$ cat config.mk
export PLATFORM = sky130hd
export DESIGN_NAME = fsi_entry_reg
export DESIGN_NICKNAME = d
export VERILOG_FILES = /design/src/rtl/fsi_pkg.sv /design/src/rtl/fsi_sync.sv /design/src/rtl/fsi_fall_det.sv /design/src/rtl/fsi_entry_reg.sv
export SDC_FILE = /design/constraint.sdc
export NUM_CORES = 1
export LEC_CHECK = 0
export BUFFER_PORTS_ARGS = -buffer_cell sky130_fd_sc_hd__clkbuf_2
export CORE_MARGIN = 1.5
export CORE_UTILIZATION = 47
export DETAILED_ROUTE_END_ITERATION = 10
export PLACE_DENSITY = 0.74
export SYNTH_ARGS = -nofsm -noshare
export SYNTH_HDL_FRONTEND = slang
export SYNTH_SLANG_ARGS = --single-unit
$ cat constraint.sdc
create_clock -name clk -period 1.7 [get_ports clk]
set_input_delay 0.255 -clock clk [delete_from_list [all_inputs] [get_ports clk]]
set_output_delay 0.255 -clock clk [all_outputs]
set_load 0.1 [all_outputs]
$ cat src/rtl/fsi_pkg.sv
package fsi_pkg;

    // Operation applied to the data/marker chain in one cycle
    typedef enum logic [1:0] {
        OP_HOLD  = 2'd0,
        OP_LOAD  = 2'd1,
        OP_SHIFT = 2'd2,
        OP_INIT  = 2'd3
    } fsi_op_e;

endpackage

$ cat src/rtl/fsi_sync.sv
module fsi_sync #(
    parameter int WIDTH  = 1,
    parameter int STAGES = 2
) (
    input  logic             clk,
    input  logic             rst_n,
    input  logic [WIDTH-1:0] async_i,
    output logic [WIDTH-1:0] sync_o
);

    logic [WIDTH-1:0] stage_q [STAGES];

    always_ff @(posedge clk) begin
        if (!rst_n) stage_q[0] <= '0;
        else        stage_q[0] <= async_i;
    end

    for (genvar s = 1; s < STAGES; s++) begin : g_stage
        always_ff @(posedge clk) begin
            if (!rst_n) stage_q[s] <= '0;
            else        stage_q[s] <= stage_q[s-1];
        end
    end

    assign sync_o = stage_q[STAGES-1];

endmodule

$ cat src/rtl/fsi_fall_det.sv
module fsi_fall_det (
    input  logic clk,
    input  logic rst_n,
    input  logic level_i,
    output logic fall_o
);

    logic prev_q;

    always_ff @(posedge clk) begin
        if (!rst_n) prev_q <= 1'b0;
        else        prev_q <= level_i;
    end

    // sampled 1 followed by sampled 0
    assign fall_o = prev_q & ~level_i;

endmodule

$ cat src/rtl/fsi_entry_reg.sv
module fsi_entry_reg #(
    parameter int WIDTH       = 4,
    parameter int SYNC_STAGES = 2
) (
    input  logic             clk,
    input  logic             rst_n,
    input  logic             ser_clk,
    input  logic             ser_din,
    input  logic             ser_en_n,
    input  logic             pload,
    input  logic [WIDTH-1:0] par_din,
    input  logic             xfer_req_n,
    input  logic             stack_top_empty,
    output logic             full_n,
    output logic [WIDTH-1:0] word_out,
    output logic             push
);

    import fsi_pkg::*;

    localparam int                BUS_W     = 3;
    localparam logic [WIDTH-1:0]  INIT_WORD = {1'b1, {(WIDTH-1){1'b0}}};

    typedef struct packed {
        logic [WIDTH-1:0] data;    // data bits, marker starts in the top bit
        logic             done;    // completion flop at the end of the chain
        logic             handed;  // word already given to the stack
        logic             master;  // interlock role latched during reset
        logic             push;    // registered write strobe
    } state_t;

    state_t           st_d, st_q;
    fsi_op_e          op;
    logic [BUS_W-1:0] sync_bus;
    logic             sclk_s, sdin_s, pload_s;
    logic             sclk_fall;
    logic             rearm_ok;

    fsi_sync #(
        .WIDTH  (BUS_W),
        .STAGES (SYNC_STAGES)
    ) u_sync (
        .clk     (clk),
        .rst_n   (rst_n),
        .async_i ({ser_clk, ser_din, pload}),
        .sync_o  (sync_bus)
    );

    assign {sclk_s, sdin_s, pload_s} = sync_bus;

    fsi_fall_det u_fall (
        .clk     (clk),
        .rst_n   (rst_n),
        .level_i (sclk_s),
        .fall_o  (sclk_fall)
    );

    // a master re-arms at once, a slave waits for its enable
    assign rearm_ok = st_q.handed && !pload_s && (st_q.master || !ser_en_n);

    always_comb begin
        st_d      = st_q;
        st_d.push = 1'b0;

        if (rearm_ok)
            op = OP_INIT;
        else if (pload_s)
            op = OP_LOAD;          // parallel load beats a same-cycle serial edge
        else if (sclk_fall && !ser_en_n && !st_q.done)
            op = OP_SHIFT;
        else
            op = OP_HOLD;

        unique case (op)
            OP_LOAD: begin
                st_d.data = par_din;
                st_d.done = 1'b1;
            end
            OP_SHIFT: begin
                st_d.data = {sdin_s, st_q.data[WIDTH-1:1]};
                st_d.done = st_q.data[0];
            end
            OP_INIT: begin
                st_d.data   = INIT_WORD;
                st_d.done   = 1'b0;
                st_d.handed = 1'b0;
            end
            default: ;
        endcase

        if (st_q.done && !st_q.handed && !xfer_req_n && stack_top_empty) begin
            st_d.push   = 1'b1;
            st_d.handed = 1'b1;
        end

        if (!rst_n) begin
            st_d.data   = INIT_WORD;
            st_d.done   = 1'b0;
            st_d.handed = 1'b0;
            st_d.push   = 1'b0;
            st_d.master = ~ser_en_n;
        end
    end

    always_ff @(posedge clk) begin
        st_q <= st_d;
    end

    assign full_n   = ~st_q.done;
    assign word_out = st_q.data;
    assign push     = st_q.push;

endmodule

==> results.yml, run 1 <==
run_status:
  outcome: "finished clean"
synth:
  synth.net_count: 71
  yosysSeqAreaShare: 0.5051
  muxShareOfSynthArea: 0.01629
  synthAdderAreaFrac: 0
  synth_cell_type_count: 24
  synth-seq-cells: 15
  synth_compound_area_frac: 0.1589
  syn_inst: 59
  synthXorXnorAreaFrac: 0
  synth_area_sq_um: 614.3
  synth_top_family_by_area: "simple AND/OR/NAND/NOR gates"
  postSynthAreaPerCell_sq_um: 10.41
  synthSimpleGateAreaFrac: 0.2200
  yosysWarnings: 0
floorplan:
  fp.dieW_microns: 39.16
  die_h_microns: 39.16
  dieArea_sq_um: 1533
  core_sq_um: 1156
  start_util: 0.5314
  io_pins: 18
  rows: 12
route:
  detail_route.vias_per_cell: 5.148
  postRouteAntennaNets: 0
  drt_first_iter_violations: 3
  route.vias.total: 453
  wl_per_cell_microns: 11.47
  drt_pass1_iterations: 2
  drt_wl_total_microns: 1009
  drc: 0
timing:
  fin_skew_ns: 0.004580
  hold_viol_final: 0
  min_period_over_period: 0.8427
  finalSetupTns_ns: 0
  rsz0062_at_grt: "false"
  fin_crit_ns: 1.433
  fmax_mhz: 698.0
  max_slew_margin: 0.6393
  tightestPinTransition_ns: 0.5434
  final-setup-viol-count: 0
  slew_viol_final: 0
worst_setup_path:
  cp_max_fo: 3
  cp_slowest_cell: "clkbuf_2"
  reg2reg_slack_ns: 0.37
  path_cells: "inv_1 > clkbuf_2"
  r2r_start: "st_q[1]"
  crit_arrival_ns: 1.18
  crit_path_end_kind: "output pin"
  crit_family: "buffers and inverters"
  worstSetupPathType: "reg2out"
  r2r-end: "word_out[2]"
  critPathBufInv: 2
  critical_path.startpoint_type: "register"
  cp.required_ns: 1.44
  reg2reg_depth: 3
  crit_start: "st_q[3]"
  critPathMaxStageDelay_ns: 0.46
layout:
  drive_gt1_frac: 0.3378
  fill_cells: 117
  diodes: 0
  register_area_sq_um: 310.3
  area_growth_pct: 14.87
  multi_input_area_sq_um: 242.7
  nNetsFinal: 87
pwr:
  finalPower_uw: 695.6
  peakVddDrop_mv: 0.5677
  powerDensity_nw_per_um2: 985.7
  p_leak_nw: 0.3119
grt:
  grt_util_met3: 0.1040
  grt_usage: 0.1721
  grt_pass1_vias: 379
  grt_max_degree: 13
  grt_overflow: 0
  top_usage_layer: "met2"
  grtUsageMet1: 0.1844
  use_met2: 0.2667
  antenna_found_initial: 0
  grt_pass1_wl_microns: 1642
clocking:
  cts_inserted_buffers: 3
  clock_latency_ns: 0.28
  clkSlewWorstSetupHoldPaths_ns: 0.09
  cts_htree_levels: 1
  cts_hold_buf: 0
  post_cts_buffers: 0
  cts.sinks: 15
  cts_max_path_buffers: 2
  cts-root-buf: "clkbuf_4"
  cts_tree: "built"
  cts_resized: 0
worst_hold_path:
  hp-start: "xfer_req_n"
  whs_path_depth: 2
  hold_class: "in2reg"
  hold_end: "push"
placement:
  io_buffers: 17
  hpwl_microns: 778.2
  gp_congestion: 0.6913
run:
  maxCapViolations: 0
worst reg2reg max path, stage by stage, from the launching register on:
cell and delay, ns:
edfxtp_1 0.38, nand2b_2 0.23, a221o_1 0.36, a221oi_1 0.27
worst max-delay path by stage:
stage                  endpoint  slack (ns)  cells after the start
floorplan               st_q[2]        0.27                      3
global placement    word_out[2]        0.40                      3
detailed placement  word_out[2]        0.38                      3
CTS                      full_n        0.26                      2
global route             full_n        0.20                      2
finish                   full_n        0.27                      2
registers in the layout (all words and copies together) (netlist names):
signal          count
u_sync.stage_q      6
word_out            4
st_q                3
push                1
u_fall.prev_q       1
synth_stat cells:
| cell | count | share of area |
|---|---|---|
| o21a_1 | 1 | 0.012 |
| buf_4 | 4 | 0.049 |
| nand4bb_1 | 1 | 0.018 |
| edfxtp_1 | 1 | 0.049 |
| clkbuf_1 | 1 | 0.0061 |
| a221oi_2 | 1 | 0.024 |
| nor3b_1 | 1 | 0.012 |
| a221oi_1 | 2 | 0.029 |
| nand2b_2 | 1 | 0.014 |
| dfxtp_1 | 14 | 0.46 |
| a31o_2 | 1 | 0.014 |
| or2b_1 | 1 | 0.012 |
| nor4b_4 | 1 | 0.039 |
| a31oi_1 | 1 | 0.010 |
| nand2_1 | 4 | 0.024 |
| clkbuf_2 | 1 | 0.0081 |
| a21oi_1 | 1 | 0.0081 |
| nor4_1 | 1 | 0.010 |
| mux2i_1 | 1 | 0.016 |
| a22oi_1 | 1 | 0.012 |
| inv_1 | 6 | 0.037 |
| and2_1 | 7 | 0.071 |
| a221o_1 | 3 | 0.049 |
| nor2_1 | 3 | 0.018 |
placed cells by master (no fill, tap or decap), drive strengths merged:
cell	n
a21oi	1
a221o	3
a221oi	3
a22oi	1
a31o	1
a31oi	1
and2	7
clkbuf	20
clkinv	1
dfxtp	14
edfxtp	1
inv	6
mux2i	1
nand2	4
nand2b	1
nand4bb	1
nor2	3
nor3b	1
nor4	1
nor4b	1
o21a	1
or2b	1
cell type report:
cell class	instances	share of cell area
Sequential cell	15	0.4397
Multi-Input combinational cell	32	0.3440
Timing Repair Buffer	17	0.1206
Clock buffer	3	0.03191
Inverter	6	0.03191
Tap cell	14	0.02482
Clock inverter	1	0.007092
per-layer routing:
layer,vias up,share of wire
met1,206,0.45
met5,-,0
met4,0,0.0079
li1,232,-
met2,13,0.48
met3,2,0.063
kinds of logic (layout without fill, tap and decap cells):
kind of cell,count (synthesis),count (layout)
muxes,1,1
and+or+nand+nor,20,20
AOI/OAI and AO/OA,11,11
buffers and inverters,12,27
DFF,15,15
power by group:
group / total, mW / leakage [nW] / internal [mW] / switching (mW)
logic: 0.115 / 0.169 / 0.0331 / 0.0818
clock network: 0.197 / 0.0177 / 0.0873 / 0.109
registers: 0.384 / 0.125 / 0.372 / 0.0117
total: 0.696 / 0.312 / 0.493 / 0.203
through the flow:
step           cell area [sq um]  cells  setup slack, ns  utilization  hold WS, ns
3_3_place_gp               678.2     84           0.4045       0.5866       0.4095
6_report                   705.7     88           0.2674       0.6104       0.1437
2_1_floorplan              614.3     59           0.2667            -       0.3421
5_1_grt                    705.7     88           0.2027       0.6104       0.1399
4_1_cts                    705.7     88           0.2560       0.6104       0.1314
3_5_place_dp               678.2     84           0.3813       0.5866       0.4161
No activity file was read; power rests on OpenSTA's default activity.
==> run 2: changes to the inputs <==
Settings changed: CORE_UTILIZATION 47 to 43, PLACE_DENSITY 0.74 to 0.71.
Clock period 1.7 ns to 1.2 ns, I/O delays scaled along.
==> run 2 against run 1 <==
Compared with the run above: the flow now finishes with violations (negative setup slack); die area grew 8.6%; non-clock buffer count increased by 8; sequential cell count did not move; sequential share of layout area is 9.0 points lower; design area is 28% higher; final cell count up 10%; first-iteration DRC count up 67%; worst setup slack worse by 0.30 ns; largest cell class unchanged; highest routed layer unchanged.
==> results.yml, run 2 (synthesis results as in run 1) <==
placement:
  hpwl_microns: 843.9
  gp_congestion: 0.7231
  io_buffers: 17
  post-place-cells: 91
layout:
  largest_reg_flops: 6
  final_cells: 97
  diodes: 0
  layout_common_cells: "11 x clkbuf_2, 11 x dfxtp_1, 7 x and2_1, 7 x buf_4, 6 x buf_12"
  area_growth_pct: 47.45
  drive_gt1_frac: 0.4878
  nNetsFinal: 95
  largest_register: "u_sync.stage_q"
pwr:
  pwr-share-clk: 0.274
  intPower_uw: 758.5
  pwr-share-seq: 0.506
  swShare: 0.2968
  comb_power_share: 0.220
  p_leak_nw: 0.3869
  p_sw_uw: 320.1
  powerDensity_nw_per_um2: 1191
  peakVddDrop_mv: 0.8546
worst_setup_path:
  cp.required_ns: 1.41
  worstSetupPathType: "reg2reg"
  reg2reg_slack_ns: -0.03
  crit_start: "u_fall.prev_q"
  critical_path.startpoint_type: "register"
  cp_max_fo: 7
  crit_arrival_ns: 1.44
  crit_path_end_kind: "register"
  r2r_start: "u_fall.prev_q"
grt:
  grt_usage: 0.1787
  grt_pass1_wl_microns: 1814
  grt_pass1_vias: 446
  antenna_found_initial: 0
  grt_max_degree: 13
  grt_overflow: 0
timing:
  final-setup-viol-count: 4
  rsz0062_at_grt: "true"
  hold_viol_final: 0
  fmax_mhz: 813.0
  tightestPinTransition_ns: 0.3542
  finalSetupTns_ns: -0.08205
  slew_viol_final: 0
  fin_crit_ns: 1.230
  max_slew_margin: 0.7635
  fin_skew_ns: 0.009113
  worst_hold_slack_ns: 0.07538
  layout_setup_ws_ns: -0.03002
  min_period_over_period: 1.025
clocking:
  clkSlewWorstSetupHoldPaths_ns: 0.09
  clock_latency_ns: 0.29
  cts-root-buf: "clkbuf_4"
  cts_inserted_buffers: 3
  cts.sinks: 15
  cts_max_path_buffers: 2
  cts_tree: "built"
  cts_hold_buf: 0
  cts_htree_levels: 1
floorplan:
  io_pins: 18
  rows: 13
  dieArea_sq_um: 1665
  core_sq_um: 1318
  die_h_microns: 40.80
  start_util: 0.4663
  fp.dieW_microns: 40.80
route:
  wl_per_cell_microns: 12.53
  drt_pass1_iterations: 4
  detail_route.vias_per_cell: 5.155
  drt_wl_total_microns: 1215
  drc: 0
  postRouteAntennaNets: 0
  drt_first_iter_violations: 5
  route.vias.total: 500
worst_hold_path:
  hold_class: "in2reg"
  hp-start: "xfer_req_n"
run_status:
  outcome: "complete, but fails checks"
  violations: "negative setup slack"
run:
  maxCapViolations: 0
run 2: area by class of cell:
class | instances | area, sq um
timing repair buffer | 25 | 239.0
clock buffer | 4 | 26.28
multi-input combinational | 32 | 279.0
fill | 100 | 411.6
tap | 15 | 18.77
inverter | 6 | 26.28
sequential | 15 | 316.6
run 2: final timing paths:
path                                to  depth (start not counted)
setup / recovery           word_out[0]                          4
hold / removal                    push                          2
setup reg to reg           word_out[0]                          4
hold reg to reg   u_sync.stage_q[1][1]                          1
run 2: worst max-delay path, cell delays in order (launching register included):
cell      delay, ns
dfxtp_2        0.33
nor4b_4        0.12
buf_4          0.16
a221o_1        0.30
a221oi_2       0.24
run 2: repair_timing:
| item | CTS | global route |
|---|---|---|
| pin swaps | 7 | 0 |
| endpoints found under the setup margin | 5 | 6 |
| resized for setup | 5 | 2 |
| buffers inserted | 2 | 1 |
run 2: power groups by stage:
stage / Sequential [mW] / Combinational [mW] / Clock [mW]
floorplan: 0.552 / 0.143 / 0
global placement: 0.554 / 0.221 / 0
detailed placement: 0.556 / 0.223 / 0
CTS: 0.545 / 0.233 / 0.304
global route: 0.548 / 0.250 / 0.319
finish: 0.546 / 0.237 / 0.296
run 2: per-stage QoR:
step / utilization / total power [mW] / setup WS (ns) / cell area, sq um
2_1_floorplan: - / 0.6951 / -0.1333 / 633.1
3_3_place_gp: 0.6325 / 0.7758 / -0.05273 / 833.3
3_5_place_dp: 0.6325 / 0.7791 / -0.06042 / 833.3
4_1_cts: 0.6743 / 1.082 / -0.02633 / 888.4
5_1_grt: 0.6876 / 1.117 / -0.09148 / 905.9
6_report: 0.6876 / 1.079 / -0.03002 / 905.9
run 2: metal layers:
layer,wire [microns],vias up,track usage,part of all wire
li1,-,250,-,-
met1,512,229,0.1833,0.42
met2,621,17,0.3086,0.51
met3,61,4,0.04891,0.050
met4,19,0,0.1250,0.016
met5,0,-,0,0
==> run 3: changes to the inputs <==
Settings changed: CORE_UTILIZATION 43 to 42, PLACE_DENSITY 0.71 to 0.7, SYNTH_HIERARCHICAL from default to 1.
==> run 3 against run 2 <==
Compared with the run above: the flow still finishes with violations (negative setup slack); clock skew down 0.0076 ns; synthesized cell count down 5.1%; sequential share of layout area up 2.9 points; critical path depth unchanged; sequential power down 1%; wire length down 18%; worst setup slack worse by 0.095 ns; critical path type unchanged.
==> results.yml, run 3 <==
synth:
  postSynthAreaPerCell_sq_um: 10.46
  yosysSeqAreaShare: 0.5299
  synth_cell_type_count: 21
  synth_top_area_cell: "dfxtp_1"
  synth_edf_count: 1
  synthArstFlopShare: 0
  synth_area_sq_um: 585.6
  synth_area_leaders: "dfxtp_1 48%, and2_1 6.4%, mux2i_1 5.1%, buf_4 5.1%, edfxtp_1 5.1%"
  syn_inst: 56
  netlist.area_leader.share: 0.4786
  yosysMostFrequentCell: "dfxtp_1"
  yosys-top-cells-count: "14 x dfxtp_1, 6 x and2_1, 5 x o21ai_0"
  synth.net_count: 68
  yosysWarnings: 6
  synth-seq-cells: 15
  synth_flop_cell: "dfxtp_1"
floorplan:
  core_sq_um: 1301
  rows: 13
  io_pins: 18
  die_h_microns: 40.34
  dieArea_sq_um: 1627
  fp.dieW_microns: 40.34
  start_util: 0.4500
worst_setup_path:
  crit_path_end_kind: "register"
  path_cells: "and2b_2 > nor3b_4 > mux2_4 > o22a_2"
  cp.required_ns: 1.38
  cp_max_fo: 2
  crit_family: "simple AND/OR/NAND/NOR gates"
  critical_path.startpoint_type: "register"
  crit_arrival_ns: 1.50
  critPathMaxStageDelay_ns: 0.32
  worstSetupPathType: "reg2reg"
  cp_slowest_cell: "mux2_4"
  critPathBufInv: 0
layout:
  final_common_cell: "dfxtp_1"
  fill_cells: 109
  final_core_util: 0.6385
  diodes: 0
  drive_gt1_frac: 0.4286
  layout_common_cells: "13 x dfxtp_1, 11 x clkbuf_2, 6 x buf_12, 6 x and2_1"
  area_growth_pct: 41.88
  largest_register: "u_sync/stage_q"
  final_cells: 92
  largest_reg_flops: 6
  nNetsFinal: 90
timing:
  fmax_mhz: 754.9
  fin_crit_ns: 1.325
  slew_viol_final: 0
  layout_setup_ws_ns: -0.1247
  max_slew_margin: 0.6931
  min_period_over_period: 1.104
  tightestPinTransition_ns: 0.4555
  final-setup-viol-count: 4
  fin_skew_ns: 0.001517
  rsz0062_at_grt: "true"
  worst_hold_slack_ns: 0.07361
  hold_viol_final: 0
clocking:
  cts_max_path_buffers: 2
  cts_hold_buf: 0
  cts_inserted_buffers: 3
  cts_htree_levels: 1
  cts-root-buf: "clkbuf_4"
  clock_latency_ns: 0.27
  cts.sinks: 15
  cts_tree: "built"
  clkSlewWorstSetupHoldPaths_ns: 0.08
worst_hold_path:
  hold_class: "in2reg"
route:
  drt_first_iter_violations: 6
  route.vias.total: 441
  drt_wl_total_microns: 1000
  detail_route.vias_per_cell: 4.793
  drt_pass1_iterations: 2
  wl_per_cell_microns: 10.87
  drc: 0
  postRouteAntennaNets: 0
placement:
  hpwl_microns: 759.6
  io_buffers: 17
  place_ws_ns: -0.1016
  post-place-cells: 86
  gp_congestion: 0.6756
grt:
  grt_pass1_wl_microns: 1635
  grt_pass1_vias: 413
  antenna_found_initial: 0
  grt_max_degree: 15
  grt_overflow: 0
  grt_usage: 0.1607
pwr:
  powerDensity_nw_per_um2: 1195
  peakVddDrop_mv: 0.7504
  p_leak_nw: 0.3523
run_status:
  outcome: "complete, but fails checks"
  violations: "negative setup slack"
run:
  maxCapViolations: 0
==> run 3: cell count changes after synthesis, sizes merged, moves of 3 or more <==
cell / before / now
a221o: 3 / 0
a221oi: 3 / 0
nand3: 0 / 3
nor2: 3 / 0
o21ai: 0 / 5
==> run 3: power breakdown <==
group          switching (mW)  total (mW)  internal [mW]
sequential             0.0159       0.540          0.525
clock                   0.146       0.275          0.129
combinational          0.0995       0.177         0.0779
==> run 3: kinds of logic (layout without fill, tap and decap cells) <==
logic type | count (synthesis) | after routing | synth area share
AOI/OAI and AO/OA | 9 | 9 | 0.08974
buffers and inverters | 9 | 30 | 0.08332
DFF | 15 | 15 | 0.5299
muxes | 4 | 4 | 0.07692
and+or+nand+nor | 19 | 19 | 0.2201
==> run 3: final cells by class <==
class                           count  area (sq um)  share of cell area
Tap cell                           15         18.77             0.02259
Sequential cell                    15         314.1              0.3780
Timing Repair Buffer               22         220.2              0.2651
Multi-Input combinational cell     32         232.7              0.2801
Clock buffer                        4         26.28             0.03163
Inverter                            4         18.77             0.02259
==> run 3: repair_timing <==
| item | CTS | global route |
|---|---|---|
| setup buffers | 2 | 0 |
| gates resized for setup | 1 | 4 |
| endpoints found under the setup margin | 5 | 5 |
==> run 3: worst paths after layout <==
check                                           from              endpoint  slack, ns  cells after the start
worst max-delay path            u_sync/stage_q[1][2]           word_out[3]      -0.12                      4
worst min-delay path                      xfer_req_n                  push       0.07                      2
worst min register to register  u_sync/stage_q[0][1]  u_sync/stage_q[1][1]       0.43                      1
worst max register to register  u_sync/stage_q[1][2]           word_out[3]      -0.12                      4
==> run 3: stage by stage <==
stage               setup TNS (ns)  total power, mW  instance area [sq um]
CTS                        -0.3798            1.011                  824.5
finish                     -0.2887           0.9930                  830.8
global route               -0.5715            1.052                  830.8
floorplan                  -0.3363           0.6548                  596.8
detailed placement         -0.3224           0.7222                  779.5
global placement           -0.1530           0.7195                  779.5
==> run 3: layer usage <==
layer  track usage  wire (microns)  share of wire
met2        0.2540             488           0.49
met3       0.05000              44          0.044
met5             0               0              0
met1        0.1763             455           0.46
met4        0.1250              12          0.012
